<file path="src/rtl/pam_pkg.sv">
package pam_pkg;
    localparam int PORT_W = 8;
    localparam int ADDR_W = 15;

    typedef struct packed {
        logic acc_active;
        logic addr_wide;
        logic lo_addr_strap;
        logic ext_strap;
        logic cfg_addr_en;
    } route_ctl_t;
endpackage

</file>
<file path="src/rtl/pam_route.sv">
module pam_route
    import pam_pkg::*;
#(
    parameter int W  = PORT_W,
    parameter int AW = ADDR_W
) (
    input  route_ctl_t    ctl,
    input  logic [W-1:0]  pa_latch,
    input  logic [W-1:0]  pb_latch,
    input  logic [AW-1:0] mem_addr,
    output logic [W-1:0]  pa_sel,
    output logic [W-1:0]  pb_sel
);
    localparam int HI_W = AW - W;

    logic lo_route;
    logic hi_route;

    always_comb begin
        lo_route = ctl.acc_active && ctl.lo_addr_strap;
        hi_route = ctl.acc_active && ctl.addr_wide &&
                   (!ctl.ext_strap || ctl.cfg_addr_en);
        pa_sel   = lo_route ? mem_addr[W-1:0] : pa_latch;
        pb_sel   = pb_latch;
        if (hi_route) begin
            pb_sel[W-1:W-HI_W] = mem_addr[AW-1:W];
        end
    end

    // Port B bit 0 is always taken from the latch.
    always_comb begin
        AST_PB0_LATCH: assert (pb_sel[0] == pb_latch[0]);
    end
endmodule

</file>
<file path="src/rtl/pam_drive.sv">
module pam_drive #(
    parameter int           W         = 8,
    parameter int           BURST     = 2,
    parameter logic [W-1:0] NOPU_MASK = '0
) (
    input  logic         clk,
    input  logic         rst_n,
    input  logic [W-1:0] sel,
    output logic [W-1:0] pin,
    output logic [W-1:0] pu_strong,
    output logic [W-1:0] pu_weak,
    output logic [W-1:0] pd
);
    localparam int CW = $clog2(BURST + 1);
    localparam logic [CW-1:0] BURST_LD = CW'(BURST);

    typedef struct packed {
        logic [W-1:0]         pin;
        logic [W-1:0][CW-1:0] cnt;
    } drv_st_t;

    drv_st_t st_d, st_q;

    always_comb begin
        st_d = st_q;
        for (int i = 0; i < W; i++) begin
            st_d.pin[i] = sel[i];
            if (!sel[i]) begin
                st_d.cnt[i] = '0;
            end else if (!st_q.pin[i]) begin
                st_d.cnt[i] = BURST_LD;
            end else if (st_q.cnt[i] != '0) begin
                st_d.cnt[i] = st_q.cnt[i] - 1'b1;
            end
        end
    end

    always_ff @(posedge clk or negedge rst_n) begin
        if (!rst_n) begin
            st_q.pin <= '1;
            st_q.cnt <= '0;
        end else begin
            st_q <= st_d;
        end
    end

    for (genvar g = 0; g < W; g++) begin : g_bit
        logic burst_on;
        assign burst_on     = st_q.cnt[g] != '0;
        assign pin[g]       = st_q.pin[g];
        assign pu_strong[g] = st_q.pin[g] && burst_on;
        assign pu_weak[g]   = st_q.pin[g] && !burst_on && !NOPU_MASK[g];
        assign pd[g]        = !st_q.pin[g];

        logic [CW:0] run_q;
        always_ff @(posedge clk or negedge rst_n) begin
            if (!rst_n) begin
                run_q <= '0;
            end else if (pu_strong[g]) begin
                run_q <= run_q + 1'b1;
            end else begin
                run_q <= '0;
            end
        end

        AST_LOW_PULLDOWN: assert property (@(posedge clk) disable iff (!rst_n)
            !pin[g] |-> (pd[g] && !pu_strong[g] && !pu_weak[g]));
        AST_RISE_STRONG: assert property (@(posedge clk) disable iff (!rst_n)
            $rose(pin[g]) |-> pu_strong[g]);
        AST_BURST_BOUND: assert property (@(posedge clk) disable iff (!rst_n)
            pu_strong[g] |-> (run_q < (CW+1)'(BURST)));
        if (NOPU_MASK[g]) begin : g_nopu
            AST_NO_WEAK_PU: assert property (@(posedge clk) disable iff (!rst_n)
                !pu_weak[g]);
        end
    end
endmodule

</file>
<file path="src/rtl/port_addr_mux.sv">
module port_addr_mux
    import pam_pkg::*;
#(
    parameter int W     = PORT_W,
    parameter int AW    = ADDR_W,
    parameter int BURST = 2
) (
    input  logic          clk,
    input  logic          rst_n,
    input  logic [W-1:0]  pa_latch,
    input  logic [W-1:0]  pb_latch,
    input  logic [AW-1:0] mem_addr,
    input  logic          acc_active,
    input  logic          addr_wide,
    input  logic          lo_addr_strap,
    input  logic          ext_strap,
    input  logic          cfg_addr_en,
    output logic [W-1:0]  pa_pin,
    output logic [W-1:0]  pa_pu_strong,
    output logic [W-1:0]  pa_pu_weak,
    output logic [W-1:0]  pa_pd,
    output logic [W-1:0]  pb_pin,
    output logic [W-1:0]  pb_pu_strong,
    output logic [W-1:0]  pb_pu_weak,
    output logic [W-1:0]  pb_pd
);
    localparam logic [W-1:0] PB_NOPU = {1'b1, {(W-1){1'b0}}};

    route_ctl_t   ctl;
    logic [W-1:0] pa_sel;
    logic [W-1:0] pb_sel;

    assign ctl = '{acc_active:    acc_active,
                   addr_wide:     addr_wide,
                   lo_addr_strap: lo_addr_strap,
                   ext_strap:     ext_strap,
                   cfg_addr_en:   cfg_addr_en};

    pam_route #(.W(W), .AW(AW)) u_route (
        .ctl      (ctl),
        .pa_latch (pa_latch),
        .pb_latch (pb_latch),
        .mem_addr (mem_addr),
        .pa_sel   (pa_sel),
        .pb_sel   (pb_sel)
    );

    pam_drive #(.W(W), .BURST(BURST), .NOPU_MASK('0)) u_drv_a (
        .clk       (clk),
        .rst_n     (rst_n),
        .sel       (pa_sel),
        .pin       (pa_pin),
        .pu_strong (pa_pu_strong),
        .pu_weak   (pa_pu_weak),
        .pd        (pa_pd)
    );

    pam_drive #(.W(W), .BURST(BURST), .NOPU_MASK(PB_NOPU)) u_drv_b (
        .clk       (clk),
        .rst_n     (rst_n),
        .sel       (pb_sel),
        .pin       (pb_pin),
        .pu_strong (pb_pu_strong),
        .pu_weak   (pb_pu_weak),
        .pd        (pb_pd)
    );

    AST_PA_STRAP_LOW: assert property (@(posedge clk) disable iff (!rst_n)
        !lo_addr_strap |=> pa_pin == $past(pa_latch));
    AST_PB_HI_ROUTE: assert property (@(posedge clk) disable iff (!rst_n)
        (acc_active && addr_wide && !ext_strap) |=>
            pb_pin[W-1:1] == $past(mem_addr[AW-1:W]));
    AST_PB0_PIN: assert property (@(posedge clk) disable iff (!rst_n)
        rst_n |=> pb_pin[0] == $past(pb_latch[0]));
endmodule

</file>
<file path="config.mk">
export PLATFORM = sky130hd
export DESIGN_NAME = port_addr_mux
export DESIGN_NICKNAME = d
export VERILOG_FILES = /design/src/rtl/pam_pkg.sv /design/src/rtl/pam_route.sv /design/src/rtl/pam_drive.sv /design/src/rtl/port_addr_mux.sv
export SDC_FILE = /design/constraint.sdc
export NUM_CORES = 1
export LEC_CHECK = 0
export BUFFER_PORTS_ARGS = -buffer_cell sky130_fd_sc_hd__buf_2
export CORE_ASPECT_RATIO = 1.2
export CORE_MARGIN = 2
export CORE_UTILIZATION = 52
export CTS_CLUSTER_SIZE = 10
export DETAILED_ROUTE_END_ITERATION = 7
export PLACE_DENSITY = 0.87
export SLEW_MARGIN = 30
export SYNTH_ARGS = -nofsm -noshare
export SYNTH_HDL_FRONTEND = slang
export SYNTH_SLANG_ARGS = --single-unit
</file>
<file path="constraint.sdc">
create_clock -name clk -period 2.05 [get_ports clk]
set_input_delay 0.41 -clock clk [delete_from_list [all_inputs] [get_ports clk]]
set_output_delay 0.41 -clock clk [all_outputs]
set_load 0.01 [all_outputs]
</file>
* Word level (Yosys, flattened, before mapping) *
Index checks and enable logic that the tools add are counted.

storage, ports and cells
  output and inout port bits = 64
  input bits = 38
  word-level logic and storage cells = 183
  bits in registers = 48

operators by class
  mux-type cells = 50
  $add $sub $neg = 16
  reduce and logical (&&, ||, !) cells = 83
  equal/unequal tests = 16

operator list
  cell                                               count
  two-way mux 2 bit                                  48
  inequality test 3 bit (second input constant)      16
  logical AND 1 bit                                  34
  logical NOT 1 bit                                  32
  nonzero test 2 bit                                 16
  subtractor 2 x 1 -> 2 bit (second input constant)  16
  two-way mux 8 bit                                  1
  two-way mux 7 bit                                  1
  logical OR 1 bit                                   1

* Logic depth before layout (Yosys ltp) *
  word-level depth = 5
  depth in mapped cells = 5
  gate-level depth less buffers = 5

* Modules after synthesis *
A second synthesis with hierarchy kept.

second synthesis, totals
  cell total of the unflattened synthesis = 258
  area total of the unflattened synthesis = 2,606.2 um^2

by module, submodules not included
  module               cells an instance  sequential area each (um^2)  instances  area each (um^2)
  pam_drive (u_drv_b)  120                610.6                        1          1,201.2
  pam_drive (u_drv_a)  119                610.6                        1          1,197.4
  pam_route            19                 0.0                          1          207.7

* Worst setup path after synthesis *
No wires, ideal clock.

  path kind = input to register
  start = input ext_strap
  end = register u_drv_b.st_q[11] (netlist bit)
  path buffers = 1
  arrival = 1.314 ns
  slack = 0.625 ns
  library setup time = 0.111 ns
  data required time = 1.939 ns
  stages = 4
  cell sequence = nor2b_4 -> buf_2 -> or3b_4 -> a222oi_1

on the way
  word-level cells in the longest chain between the ends = 5
  elaborated cells on any way between the ends = 6
  classes of those cells = eq/ne (1); mux (2); reduce/logical (3)

RTL lines
  item                                                                         RTL line             source
  from (decl)                                                                  port_addr_mux.sv:16  input logic ext_strap,
  logical NOT 1 bit *                                                          pam_route.sv:22      (!ctl.ext_strap || ctl.cfg_addr_en);
  logical OR 1 bit *                                                           pam_route.sv:22
  logical AND 1 bit *                                                          pam_route.sv:21      hi_route = ctl.acc_active && ctl.addr_wide &&
  two-way mux 7 bit *                                                          pam_route.sv:25      if (hi_route) begin
  inequality test 3 bit (no source line) or two-way mux 2 bit (tied branches)  -
  to (signal assigned)                                                         pam_drive.sv:43      st_q <= st_d;
  to (decl)                                                                    pam_drive.sv:22      drv_st_t st_d, st_q;

Mark *: on every way between the ends. The rest lies on a longest branch, timed or not.
A chain may end at the register's enable or synchronous reset.

* Worst setup path in the final report *
  start = register u_drv_b.st_q[6] (netlist bit)
  end = output pb_pu_weak[3]

on the way
  word-level cells in the longest chain between the ends = 3

RTL lines
  item                RTL line             source
  nonzero test 2 bit  pam_drive.sv:49      assign burst_on = st_q.cnt[g] != '0;
  logical NOT 1 bit   pam_drive.sv:52      assign pu_weak[g] = st_q.pin[g] && !burst_on && !NOPU_MASK[g];
  logical AND 1 bit   pam_drive.sv:52
  to (decl)           port_addr_mux.sv:24  output logic [W-1:0] pb_pu_weak,

No other way between the ends.

==> impl_metrics.ini <==
[timing]
setup_ws_ns = 0.370
fin_setup_tns_ns = 0
fmax_mhz = 595
maxSlewViolCount = 0
tightest_slew_ns = 0.551
period_share = 0.819
skew_ns = 0.00393
setup_violations = 0
hold_viol_final = 0
finalCriticalPeriod_ns = 1.68
rsz0062_at_grt = no
slew_headroom = 0.633

[clock_tree]
cts_resized = 0
clk_root_buffer_cell = clkbuf_8
clkLatencyLatePin_ns = 0.29
postCtsSetupBuffers = 0
numCtsBuffers = 5
cts_hold_buf = 0
clk_pin_slew_worst_paths_ns = 0.08
clock-sinks = 48
cts_tree = yes
cts_buffer_depth = 2
htreeDepth = 2

[final_layout]
area_delta_synth_final_pct = 21.3
mostFrequentLayoutCell = buf_2
final_cells = 403
most-common-layout-cells = 100 x buf_2, 56 x inv_1, 32 x dfrtp_1
drive_gt1_frac = 0.365
antennaDiodeCount = 0
nNetsFinal = 398

[yosys]
ys_warn_count = 0
syn_inst = 255
synth_fp_nets = 309
ys_ff_latch = 48
yosysUniqueCellTypes = 25
syn_area_per_cell_um2 = 10.0
synth_area_mm2 = 0.00256
yosysSeqAreaShare = 0.477

[critical_path]
critPathRequiredTime_ns = 1.64
crit_path_start_kind = flip-flop
path_class = reg -> out
path_max_fanout = 3
cp_data_arrival_time_ns = 1.27
rrSetupSlack_ns = 0.76
worst_setup_path_end_kind = output pin

[drt]
dr.first_iter.drc_count = 97
drc = 0
wl_per_cell_um = 12.6
via_per_inst = 4.97
vias = 2004
first_pass_iters = 6
wl_um = 5080
drtAntennaViolNets = 0

[power_and_ir_drop]
p_sw_uw = 763
p_leak_uw = 0.00172
power.density_mw_per_mm2 = 788
power_frac_comb = 0.310
p_int_uw = 1680
p_sw_frac = 0.312
ir_drop_v = 0.000510
pwr-share-clk = 0.229
seqPwrFrac = 0.461

[status]
status = completed

[min_path]
hold_class = in -> async

[placement]
place_congestion = 0.778
detailed_place_hpwl_um = 4090
io_buffers = 100
placed_cells = 395
pre_cts_ws_ns = 0.427

[global_route]
grt-ovfl-total = 0
grt_usage = 0.199
antenna_found_initial = 0
grt_pass1_wl_um = 8280
grt_pass1_vias = 2064
grt_max_degree = 26

[floorplanning]
chipWidth_um = 68.0
coreArea_mm2 = 0.00466
dieArea_mm2 = 0.00550
initial_utilization = 0.549
die_h_um = 80.8
rows = 27
io-pin-count = 102

[job]
maxCapViolCount = 0
[power by group through the flow]
stage	clock network (µW)	registers, µW	logic, µW
after floorplan	0	1130	524
after global placement	0	1140	734
after detailed placement	0	1150	763
after CTS	579	1130	770
after global routing	618	1140	863
final	559	1130	758
[metrics by stage]
stage          hold WS [ns]   util  power, µW  cell area (µm²)
2_1_floorplan         0.114      -       1660             2560
3_3_place_gp          0.424  0.646       1870             3010
3_5_place_dp          0.434  0.646       1910             3010
4_1_cts               0.115  0.666       2480             3100
5_1_grt               0.128  0.666       2620             3100
6_report             0.0970  0.666       2440             3100
[sequential cells by signal (all words and copies together), names as in the netlist]
register      cells
u_drv_b.st_q     16
u_drv_b.pin       8
u_drv_a.pin       8
u_drv_a.st_q     16
[area by class of cell]
class / instances / area [µm²]
sequential: 48 / 1220
inverter: 56 / 210
tap: 58 / 72.6
fill: 392 / 1560
multi-input combinational: 132 / 988
clock buffer: 8 / 90.1
timing repair buffer: 101 / 520
[Yosys cell counts (all sizes together)]
cell,instances,share of area
ha,16,0.078
or3b,7,0.026
xor2,15,0.051
nor2,18,0.026
buf,19,0.054
mux2i,8,0.031
dfstp,16,0.16
o21ai,7,0.014
a22oi,1,0.0029
and2,15,0.037
a221oi,8,0.027
xnor2,1,0.0034
nor2b,1,0.0054
inv,56,0.082
a21boi,1,0.0029
conb,1,0.0015
nand2,9,0.013
a222oi,6,0.023
a211oi,7,0.021
dfrtp,32,0.31
a21oi,2,0.0039
nor3,8,0.016
and3,1,0.0024
[worst paths after layout]
path | cells past startpoint | to | startpoint
setup / recovery | 4 | pb_pu_weak[3] | u_drv_b.st_q[6]$_DFFE_PN0P_
hold / removal | 1 | u_drv_b.st_q[13]$_DFFE_PN0P_ | rst_n
setup reg to reg | 4 | u_drv_b.st_q[7]$_DFFE_PN0P_ | u_drv_b.st_q[6]$_DFFE_PN0P_
hold reg to reg | 2 | u_drv_a.st_q[0]$_DFFE_PN0P_ | u_drv_a.pin[0]$_DFF_PN1_
max in group asynchronous | 2 | u_drv_a.pin[1]$_DFF_PN1_ | rst_n
min in group clk | 1 | u_drv_b.pin[0]$_DFF_PN1_ | pb_latch[0]
[cell families after synthesis]
kind of cell	share of synthesized area
multiplexers	0.0313
adder cells (fa/ha/maj)	0.0783
other	0.00147
AND/OR/NAND/NOR	0.126
flip-flops	0.477
AO/OA/AOI/OAI	0.0949
XOR/XNOR	0.0548
buffers and inverters	0.136
[per-layer routing]
layer	GRT usage	wire length [µm]	up-vias
li1	-	-	992
met1	0.198	1870	959
met2	0.392	2950	47
met3	0.0305	181	6
met4	0.0840	78	0
met5	0	0	-
[critical path, cell delays in order (launching register included)]
cell	delay, ns
dfrtp_1	0.38
inv_1	0.05
ha_1	0.23
and2_1	0.18
buf_2	0.14
Note: power is estimated with default switching activity, not from simulation.
